===== src/rtl/ebc_pkg.sv =====
package ebc_pkg;
  typedef struct packed {
    logic       wide;   // 1: 16-bit bus
    logic       slow;   // 1: 3-state cycle
    logic [1:0] waits;
  } area_cfg_t;

  localparam area_cfg_t CFG_RESET = '{wide: 1'b1, slow: 1'b1, waits: 2'd3};

  typedef enum logic [2:0] {S_IDLE, S_T1, S_T2, S_TW, S_T3} bus_st_e;
endpackage


===== src/rtl/ebc_area_decode.sv =====
module ebc_area_decode #(
  parameter int ADDR_W = 24,
  parameter int SEL_W  = 2
) (
  input  logic [ADDR_W-1:0] addr_i,
  output logic              hit_o,
  output logic [SEL_W-1:0]  sel_o
);
  localparam logic [ADDR_W-1:0] BASIC_LO = ADDR_W'(24'h080000);
  localparam logic [ADDR_W-1:0] BASIC_HI = ADDR_W'(24'hFBFFFF);
  localparam logic [ADDR_W-1:0] TOP_LO   = ADDR_W'(24'hFF0000);
  localparam logic [ADDR_W-1:0] TOP_HI   = ADDR_W'(24'hFF9FFF);
  localparam logic [7:0]        AREA_PG  = 8'hFC;

  logic [7:0] page;
  assign page = addr_i[ADDR_W-1 -: 8];

  always_comb begin
    hit_o = 1'b0;
    sel_o = '0;
    if (addr_i >= BASIC_LO && addr_i <= BASIC_HI) begin
      hit_o = 1'b1;
    end else if (page >= AREA_PG && page <= AREA_PG + 8'd2) begin
      hit_o = 1'b1;
      sel_o = SEL_W'(page - AREA_PG);
    end else if (addr_i >= TOP_LO && addr_i <= TOP_HI) begin
      hit_o = 1'b1;
    end
  end
endmodule


===== src/rtl/ebc_cfg_regs.sv =====
module ebc_cfg_regs
  import ebc_pkg::*;
#(
  parameter int NUM_AREAS = 3,
  parameter int SEL_W     = 2
) (
  input  logic                 clk_i,
  input  logic                 rst_ni,
  input  logic                 we_i,
  input  logic [SEL_W-1:0]     wsel_i,
  input  logic [3:0]           wdata_i,
  input  logic [SEL_W-1:0]     rsel_i,
  output area_cfg_t            cfg_o
);
  area_cfg_t regs_q [NUM_AREAS];

  for (genvar g = 0; g < NUM_AREAS; g++) begin : g_area
    always_ff @(posedge clk_i or negedge rst_ni) begin
      if (!rst_ni)                             regs_q[g] <= CFG_RESET;
      else if (we_i && wsel_i == SEL_W'(g))    regs_q[g] <= area_cfg_t'(wdata_i);
    end
  end

  always_comb begin
    cfg_o = CFG_RESET;
    for (int i = 0; i < NUM_AREAS; i++)
      if (rsel_i == SEL_W'(i)) cfg_o = regs_q[i];
  end
endmodule


===== src/rtl/ebc_seq.sv =====
module ebc_seq
  import ebc_pkg::*;
#(
  parameter int ADDR_W = 24,
  parameter int DATA_W = 16
) (
  input  logic              clk_i,
  input  logic              rst_ni,
  input  logic              req_i,
  input  logic              hit_i,
  input  area_cfg_t         cfg_i,
  input  logic [ADDR_W-1:0] addr_i,
  input  logic              we_i,
  input  logic              word_i,
  input  logic [DATA_W-1:0] wdata_i,
  output logic              busy_o,
  output logic              done_o,
  output logic [DATA_W-1:0] rdata_o,
  output logic              ext_cs_o,
  output logic              ext_rd_o,
  output logic              ext_wr_o,
  output logic [ADDR_W-1:0] ext_addr_o,
  output logic [DATA_W-1:0] ext_data_o,
  output logic              ext_data_oe_o,
  input  logic [DATA_W-1:0] ext_data_i,
  input  logic              ext_wait_i
);
  localparam int BYTE_W = DATA_W / 2;

  bus_st_e           st_q;
  area_cfg_t         cfg_q;
  logic [ADDR_W-1:0] addr_q;
  logic              we_q, word_q, split_q, second_q, done_q;
  logic [DATA_W-1:0] wdata_q, rdata_q;
  logic [1:0]        wcnt_q;
  logic              cyc_end, strobe;
  logic [BYTE_W-1:0] lane_byte;

  assign cyc_end   = (st_q == S_T2 && !cfg_q.slow) || st_q == S_T3;
  assign strobe    = st_q == S_T2 || st_q == S_TW || st_q == S_T3;
  assign lane_byte = (cfg_q.wide && !addr_q[0]) ? ext_data_i[DATA_W-1:BYTE_W]
                                                : ext_data_i[BYTE_W-1:0];

  always_ff @(posedge clk_i or negedge rst_ni) begin
    if (!rst_ni) begin
      st_q     <= S_IDLE;
      cfg_q    <= CFG_RESET;
      addr_q   <= '0;
      we_q     <= 1'b0;
      word_q   <= 1'b0;
      split_q  <= 1'b0;
      second_q <= 1'b0;
      wdata_q  <= '0;
      rdata_q  <= '0;
      wcnt_q   <= '0;
      done_q   <= 1'b0;
    end else begin
      done_q <= 1'b0;
      case (st_q)
        S_IDLE: if (req_i && hit_i) begin
          cfg_q    <= cfg_i;
          we_q     <= we_i;
          word_q   <= word_i;
          split_q  <= word_i && !cfg_i.wide;
          second_q <= 1'b0;
          wdata_q  <= wdata_i;
          addr_q   <= (word_i && !cfg_i.wide) ? {addr_i[ADDR_W-1:1], 1'b0} : addr_i;
          st_q     <= S_T1;
        end
        S_T1: st_q <= S_T2;
        S_T2: if (cfg_q.slow) begin
          if (cfg_q.waits == 2'd0) st_q <= S_T3;
          else begin
            st_q   <= S_TW;
            wcnt_q <= cfg_q.waits;
          end
        end
        S_TW: begin
          if (wcnt_q > 2'd1)    wcnt_q <= wcnt_q - 2'd1;
          else if (!ext_wait_i) st_q   <= S_T3;  // last programmed wait: pin extends
        end
        default: ;
      endcase
      if (cyc_end) begin
        if (!we_q) begin
          if (word_q && cfg_q.wide)   rdata_q <= ext_data_i;
          else if (split_q && !second_q) rdata_q[DATA_W-1:BYTE_W] <= lane_byte;
          else if (split_q)           rdata_q[BYTE_W-1:0] <= lane_byte;
          else                        rdata_q <= {{BYTE_W{1'b0}}, lane_byte};
        end
        if (split_q && !second_q) begin
          second_q  <= 1'b1;
          addr_q[0] <= 1'b1;
          st_q      <= S_T1;
        end else begin
          st_q   <= S_IDLE;
          done_q <= 1'b1;
        end
      end
    end
  end

  always_comb begin
    if (word_q && cfg_q.wide)      ext_data_o = wdata_q;
    else if (split_q && !second_q) ext_data_o = {2{wdata_q[DATA_W-1:BYTE_W]}};
    else                           ext_data_o = {2{wdata_q[BYTE_W-1:0]}};
  end

  assign busy_o        = st_q != S_IDLE;
  assign done_o        = done_q;
  assign rdata_o       = rdata_q;
  assign ext_cs_o      = st_q != S_IDLE;
  assign ext_rd_o      = strobe && !we_q;
  assign ext_wr_o      = strobe && we_q;
  assign ext_addr_o    = addr_q;
  assign ext_data_oe_o = we_q && st_q != S_IDLE;
endmodule


===== src/rtl/ext_bus_ctrl.sv =====
module ext_bus_ctrl
  import ebc_pkg::*;
#(
  parameter int ADDR_W    = 24,
  parameter int DATA_W    = 16,
  parameter int NUM_AREAS = 3,
  parameter int SEL_W     = 2
) (
  input  logic              clk_i,
  input  logic              rst_ni,
  input  logic              cfg_we_i,
  input  logic [SEL_W-1:0]  cfg_sel_i,
  input  logic [3:0]        cfg_wdata_i,
  input  logic              req_i,
  input  logic [ADDR_W-1:0] addr_i,
  input  logic              we_i,
  input  logic              word_i,
  input  logic [DATA_W-1:0] wdata_i,
  output logic              busy_o,
  output logic              done_o,
  output logic [DATA_W-1:0] rdata_o,
  output logic              ext_cs_o,
  output logic              ext_rd_o,
  output logic              ext_wr_o,
  output logic [ADDR_W-1:0] ext_addr_o,
  output logic [DATA_W-1:0] ext_data_o,
  output logic              ext_data_oe_o,
  input  logic [DATA_W-1:0] ext_data_i,
  input  logic              ext_wait_i
);
  logic             hit;
  logic [SEL_W-1:0] sel;
  area_cfg_t        cfg;

  ebc_area_decode #(.ADDR_W(ADDR_W), .SEL_W(SEL_W)) u_dec (
    .addr_i(addr_i), .hit_o(hit), .sel_o(sel)
  );

  ebc_cfg_regs #(.NUM_AREAS(NUM_AREAS), .SEL_W(SEL_W)) u_cfg (
    .clk_i(clk_i), .rst_ni(rst_ni), .we_i(cfg_we_i), .wsel_i(cfg_sel_i),
    .wdata_i(cfg_wdata_i), .rsel_i(sel), .cfg_o(cfg)
  );

  ebc_seq #(.ADDR_W(ADDR_W), .DATA_W(DATA_W)) u_seq (
    .clk_i(clk_i), .rst_ni(rst_ni), .req_i(req_i), .hit_i(hit), .cfg_i(cfg),
    .addr_i(addr_i), .we_i(we_i), .word_i(word_i), .wdata_i(wdata_i),
    .busy_o(busy_o), .done_o(done_o), .rdata_o(rdata_o),
    .ext_cs_o(ext_cs_o), .ext_rd_o(ext_rd_o), .ext_wr_o(ext_wr_o),
    .ext_addr_o(ext_addr_o), .ext_data_o(ext_data_o),
    .ext_data_oe_o(ext_data_oe_o), .ext_data_i(ext_data_i),
    .ext_wait_i(ext_wait_i)
  );
endmodule


===== config.mk =====
export PLATFORM = sky130hd
export DESIGN_NAME = ext_bus_ctrl
export DESIGN_NICKNAME = d
export VERILOG_FILES = /design/src/rtl/ebc_pkg.sv /design/src/rtl/ebc_area_decode.sv /design/src/rtl/ebc_cfg_regs.sv /design/src/rtl/ebc_seq.sv /design/src/rtl/ext_bus_ctrl.sv
export SDC_FILE = /design/constraint.sdc
export NUM_CORES = 1
export LEC_CHECK = 0
export ABC_CLOCK_PERIOD_IN_PS = 2250
export CORE_MARGIN = 4
export CORE_UTILIZATION = 60
export CTS_BUF_LIST = sky130_fd_sc_hd__clkbuf_2 sky130_fd_sc_hd__clkbuf_4 sky130_fd_sc_hd__clkbuf_8
export DETAILED_ROUTE_END_ITERATION = 6
export DONT_BUFFER_PORTS = 1
export PLACE_DENSITY_LB_ADDON = 0.25
export REMOVE_ABC_BUFFERS = 1
export SKIP_CTS_REPAIR_TIMING = 1
export SLEW_MARGIN = 25
export SYNTH_ARGS = -nofsm -noshare
export SYNTH_HDL_FRONTEND = slang
export SYNTH_SLANG_ARGS = --single-unit

===== constraint.sdc =====
create_clock -name clk_i -period 2.25 [get_ports clk_i]
set_input_delay 0.675 -clock clk_i [delete_from_list [all_inputs] [get_ports clk_i]]
set_output_delay 0.675 -clock clk_i [all_outputs]
set_load 0.03 [all_outputs]

==> results.toml, run 1 <==
[sta]
tns_ps = 0
post-route-period-util_pct = 98.4
clock_skew_ps = 9.59
final-max-slew-violation-count = 0
rsz0062_at_grt = "yes"
final_hold_viol_count = 0
tightest_slew_ps = 718
setup_viol_count_final = 0
timing.final.ws_setup_ps = 36.3
maxSlewHeadroom_pct = 52.2
clock.fmax_mhz = 452
finalWorstPathRequiredPeriod_ps = 2210

[clock_tree]
clk_root_buffer_cell = "sky130_fd_sc_hd__clkbuf_8"
clk_transition_reported_paths_ps = 80
cts_max_path_buffers = 2
cts_tree = "built"
clock_sinks = 82
worst_skew_pair.late_latency_ps = 340
numCtsBuffers = 9
level_count_of_the_clock_h_tree = 3

[logic_synthesis]
synth.yosys.warnings = 0
ys_top_cells_by_area = "sky130_fd_sc_hd__dfrtp_1 (42%), sky130_fd_sc_hd__nand2_1 (14%), sky130_fd_sc_hd__dfstp_2 (11%)"
edff_count_synth = 0
postSynthCellCount = 403
synthDominantCellAreaShare_pct = 42.5
synth_fa_ha_area_share_pct = 0.322
synth-compound-area-share_pct = 8.72
postSynthRegisterBits = 82
largest_family_of_logic_cells_by_synthesized_area = "simple AND/OR/NAND/NOR gates"
synth_xor_xnor_area_share_pct = 0
post-synth-top-count-cell = "sky130_fd_sc_hd__nand2_1"
postSynthAreaPerCell_um2 = 9.65
synth.cells.most_frequent = "sky130_fd_sc_hd__nand2_1 (142), sky130_fd_sc_hd__dfrtp_1 (66), sky130_fd_sc_hd__mux2_2 (28)"
synthDominantAreaCellType = "sky130_fd_sc_hd__dfrtp_1"
muxShareOfSynthArea_pct = 12.1
post_synth_num_cell_types = 40
synth-simple-area-share_pct = 22.2
synth_seq_area_share_pct = 53.3
async_reset_ff_share_pct = 100
netlist_area_mm2 = 0.00389
ys_dominant_reg_cell = "sky130_fd_sc_hd__dfrtp_1"

[placed_design]
placedCellCount = 477
gpl.final_weighted_congestion = 0.805
post-dp-hpwl_um = 6140
placement.setup.worst_slack_ps = 106
port_buffers = 0

[critical_path]
critical_path.startpoint_type = "flip-flop"
critPathArrivalTime_ps = 1540
r2r_cells = 4
critical-path-slowest-cell = "sky130_fd_sc_hd__dfstp_2"
timing.setup.critical_path_class = "reg -> out"
reg2reg_to = "u_seq.rdata_o[13]$_DFFE_PN0P_"
r2r-start = "u_seq.st_q[1]$_DFFE_PN0P_"
worstPathBufferInverterCount = 0
endpoint_kind = "primary output"
r2r_slack_ps = 370
timing.critical_path.required_ps = 1570
crit_top_cell = "sky130_fd_sc_hd__nand2_4"
cpLargestDelayFamily = "flip-flops"
path_cells = "nand2_4 -> nand2_4 -> mux2_4"
critPathMaxFanout = 8
worst_path_largest_cell_delay_ps = 570

[global_route]
grt_pass1_wl_um = 13600
first_global_vias = 2879
grt.overflow.total = 0
grt_usage_pct = 22.5
grt_max_degree = 83
antenna_found_initial = 0

[job]
cap_violations = 0

[floorplanning]
die_ar_mm2 = 0.00783
top_level_ports = 131
floorplan.initialDensity_pct = 61.6
num_rows = 29
die_w_um = 88.5
die_height_um = 88.5
coreArea_mm2 = 0.00631

[worst_hold_path]
hold_crit_class = "in -> async"

[cells_and_area]
fin_nets = 487
finish.cell_count_without_fillers = 499
num_antenna_cells = 0
utilization_pct = 70.3
post_route_cells_drive_above_1_share_pct = 22.0
layout-area-overhead-vs-synth_pct = 14.2

[drt]
postRouteWirelength_um = 8970
drt_pass1_iterations = 4
count_of_unresolved_drc_violations_after_routing = 0
avgViaCountPerCell = 5.83
detail_route.wl_per_cell_um = 18.0
via_count = 2907
drt_first_iter_violations = 135
route.antenna.remaining_nets = 0

[status]
outcome = "finished, final reports clean"

[power]
max-vdd-ir-drop_mv = 0.551
power_density_mw_per_mm2 = 672
power.leakage_nw = 2.12
metal layers:
layer | track usage (%) | vias up | wire [µm] | share of wire [%]
li1 | - | 1383 | - | -
met1 | 27.7 | 1392 | 3580 | 40
met2 | 36.8 | 118 | 4330 | 48
met3 | 8.10 | 14 | 908 | 10
met4 | 7.97 | 0 | 156 | 1.7
met5 | 0 | - | 0 | 0
registers in the layout, indices dropped and copies added, names as in the netlist, 2 cells and up:
register and cells:
u_seq.ext_addr_o 24, u_seq.rdata_o 16, u_seq.wdata_q 16, u_cfg.regs_q 12, u_seq.cfg_q 4, u_seq.st_q 3
u_seq.wcnt_q 2
layout by cell type, fill, tap and decap left out, types with 4 or more instances in the layout:
cell type,instances
sky130_fd_sc_hd__clkbuf_8,10
sky130_fd_sc_hd__dfstp_2,16
sky130_fd_sc_hd__o21ai_0,19
sky130_fd_sc_hd__buf_4,18
sky130_fd_sc_hd__a22oi_1,8
sky130_fd_sc_hd__a21oi_1,16
sky130_fd_sc_hd__mux2i_1,14
sky130_fd_sc_hd__and3b_1,4
sky130_fd_sc_hd__nor2_1,18
sky130_fd_sc_hd__dfrtp_1,64
sky130_fd_sc_hd__mux2_2,12
sky130_fd_sc_hd__inv_1,7
sky130_fd_sc_hd__mux2_4,17
sky130_fd_sc_hd__nand4b_1,4
sky130_fd_sc_hd__nand2_1,139
per-stage QoR:
stage               hold slack (ps)  power [mW]  cell area [µm²]
finish                         24.9        2.98             4440
global route                  0.434        3.11             4440
CTS                            4.33        2.98             4270
detailed placement              383        1.69             4020
global placement                383        1.69             4020
floorplan                       379        1.67             3780
how the worst max path moves through the flow:
stage	start	to	cells after the start
after global routing	u_seq.cfg_q[3]$_DFFE_PN1P_	ext_data_o[9]	3
after global placement	addr_i[21]	u_seq.ext_addr_o[5]$_DFFE_PN0P_	6
after detailed placement	addr_i[21]	u_seq.ext_addr_o[10]$_DFFE_PN0P_	6
after floorplan	addr_i[21]	u_seq.cfg_q[0]$_DFFE_PN1P_	4
after CTS	u_seq.cfg_q[3]$_DFFE_PN1P_	ext_data_o[0]	3
final	u_seq.cfg_q[3]$_DFFE_PN1P_	ext_data_o[9]	3
final cells by class:
type / instances / area (µm²)
multi-input cells: 295 / 1790
well taps: 77 / 96.3
inverters: 7 / 26.3
flip-flops and latches: 82 / 2070
repair buffers: 22 / 195
clock inverters: 6 / 114
fillers: 494 / 1880
clock buffers: 10 / 138
cell families after synthesis:
logic type | count (synthesis)
muxes | 43
DFF | 82
buffers and inverters | 26
AOI/OAI and AO/OA | 55
adders and majority gates | 1
and+or+nand+nor | 196
where the power goes:
part / internal [mW] / leakage, nW / switching, mW / total [mW]
combinational: 0.0697 / 1.02 / 0.0614 / 0.131
sequential: 1.54 / 0.983 / 0.0232 / 1.57
clock: 0.769 / 0.119 / 0.514 / 1.28
Note: power is estimated with default switching activity, not from simulation.
==> run 2, diff against run 1 <==
==> constraint.sdc (replaced) <==
create_clock -name clk_i -period 2.25 [get_ports clk_i]
set_input_delay 0.675 -clock clk_i [delete_from_list [all_inputs] [get_ports clk_i]]
set_output_delay 0.675 -clock clk_i [all_outputs]
set_load 0.005 [all_outputs]
==> run 2 against run 1 <==
Compared with the run above:
- flip-flop and latch count did not move
- global-route usage fell by 0.13 points
- critical path depth did not move
- cell area fell by 2.5%
- clock power barely moved
- non-clock buffer count fell by 8
- register-to-register slack got worse by 20 ps
- total power rose by 0.56%
- largest power group unchanged
==> results.toml, run 2 (same netlist as run 1, synthesis figures left out) <==
[global_route]
first_global_vias = 2756
grt_pass1_wl_um = 13200
grt_usage_pct = 22.4
grt.overflow.total = 0
grt_max_degree = 83
antenna_found_initial = 0

[job]
cap_violations = 0

[cells_and_area]
layout.cells.most_common = "sky130_fd_sc_hd__nand2_1"
mostFrequentLayoutCells = "sky130_fd_sc_hd__nand2_1 (139), sky130_fd_sc_hd__dfrtp_1 (66), sky130_fd_sc_hd__mux2_2 (28)"
fill_cells = 498
flip_flop_count_of_the_largest_register_after_layout = 24
post_route_cells_drive_above_1_share_pct = 20.2
utilization_pct = 68.5
fin_nets = 480
layout-area-overhead-vs-synth_pct = 11.3
num_antenna_cells = 0

[critical_path]
r2r-start = "u_seq.split_q$_DFFE_PN0P_"
critical_path.startpoint_type = "flip-flop"
path_cells = "nand2_4 -> nand2_8 -> mux2_2"
cpLargestDelayFamily = "flip-flops"
critPathArrivalTime_ps = 1570
timing.critical_path.required_ps = 1570
timing.setup.critical_path_class = "reg -> out"
worstPathBufferInverterCount = 0
worst_path_largest_cell_delay_ps = 600
endpoint_kind = "primary output"
crit_start = "u_seq.cfg_q[3]$_DFFE_PN1P_"
critical-path-slowest-cell = "sky130_fd_sc_hd__dfstp_2"
critPathMaxFanout = 8

[sta]
finalWorstPathRequiredPeriod_ps = 2240
maxSlewHeadroom_pct = 47.8
post-route-period-util_pct = 99.6
clock_skew_ps = 12.8
tightest_slew_ps = 781
setup_viol_count_final = 0
clock.fmax_mhz = 446
rsz0062_at_grt = "yes"
final-max-slew-violation-count = 0
timing.final.ws_setup_ps = 9.30
fin_worst_hold_slack_ps = 167
final_hold_viol_count = 0

[placed_design]
gpl.final_weighted_congestion = 0.793
port_buffers = 0
post-dp-hpwl_um = 6070
placement.setup.worst_slack_ps = 133

[floorplanning]
die_ar_mm2 = 0.00783
top_level_ports = 131
coreArea_mm2 = 0.00631
die_height_um = 88.5
num_rows = 29
die_w_um = 88.5
floorplan.initialDensity_pct = 61.6

[drt]
count_of_unresolved_drc_violations_after_routing = 0
avgViaCountPerCell = 5.86
postRouteWirelength_um = 8770
via_count = 2882
drt_first_iter_violations = 134
drt_pass1_iterations = 4
route.antenna.remaining_nets = 0
detail_route.wl_per_cell_um = 17.8

[clock_tree]
cts_max_path_buffers = 2
level_count_of_the_clock_h_tree = 3
numCtsBuffers = 9
cts_tree = "built"
worst_skew_pair.late_latency_ps = 350
clock_sinks = 82
clk_transition_reported_paths_ps = 80
clk_root_buffer_cell = "sky130_fd_sc_hd__clkbuf_8"

[power]
max-vdd-ir-drop_mv = 0.596
power_density_mw_per_mm2 = 693
power.leakage_nw = 2.06

[worst_hold_path]
hold_crit_class = "in -> async"

[status]
outcome = "finished, final reports clean"
run 2: cell count changes in the layout (fill, tap and decap cells not counted), sizes merged:
cell / before / now
clkinvlp: 2 / 0
buf: 20 / 13
clkbuf: 10 / 12
nand2: 142 / 143
dlygate4sd3: 2 / 1
run 2: per-layer routing:
metal,track usage [%],up-vias,routed length (µm)
li1,-,1369,-
met1,28.7,1367,3450
met2,34.7,131,4270
met3,8.47,15,892
met4,8.52,0,161
met5,0,-,0
run 2: worst register-to-register path, stage by stage, from the launching register on:
cell and delay [ps]:
sky130_fd_sc_hd__dfrtp_1 420, sky130_fd_sc_hd__nor2b_2 330, sky130_fd_sc_hd__nand2_4 120, sky130_fd_sc_hd__a21oi_1 590, sky130_fd_sc_hd__a22oi_1 170, sky130_fd_sc_hd__o21ai_0 200
run 2: stage by stage:
stage               cells  TNS, ps  instance area [µm²]  total power, mW
floorplan             384    -7580                 3780             1.67
global placement      473        0                 3990             1.68
detailed placement    473        0                 3990             1.69
CTS                   489    -2880                 4240             2.99
global route          492     -328                 4330             3.12
finish                492        0                 4330             3.00
run 2: where the power goes:
| group | switching (mW) | internal (mW) |
|---|---|---|
| sequential | 0.0257 | 1.54 |
| clock | 0.505 | 0.795 |
| combinational | 0.0611 | 0.0664 |
| total | 0.591 | 2.41 |
run 2: path summary, 6_finish.rpt:
path	endpoint	slack [ps]	cells past startpoint
worst min-delay path	u_cfg.regs_q[5]$_DFFE_PN1P_	170	0
worst max-delay path	ext_data_o[14]	9	3
worst max register to register	u_seq.rdata_o[14]$_DFFE_PN0P_	350	5
max in group asynchronous	u_seq.wdata_q[0]$_DFFE_PN0P_	910	1
worst min register to register	u_seq.cfg_q[0]$_DFFE_PN1P_	490	2
min in group clk_i	u_seq.wdata_q[4]$_DFFE_PN0P_	420	2
run 2: final cells by class:
class	instances	area (µm²)	share of cell area, %
sequential	82	2070	47.9
multi-input combinational	296	1740	40.2
clock buffer	12	153	3.53
timing repair buffer	14	140	3.24
clock inverter	4	98.8	2.29
tap	77	96.3	2.23
inverter	7	26.3	0.607
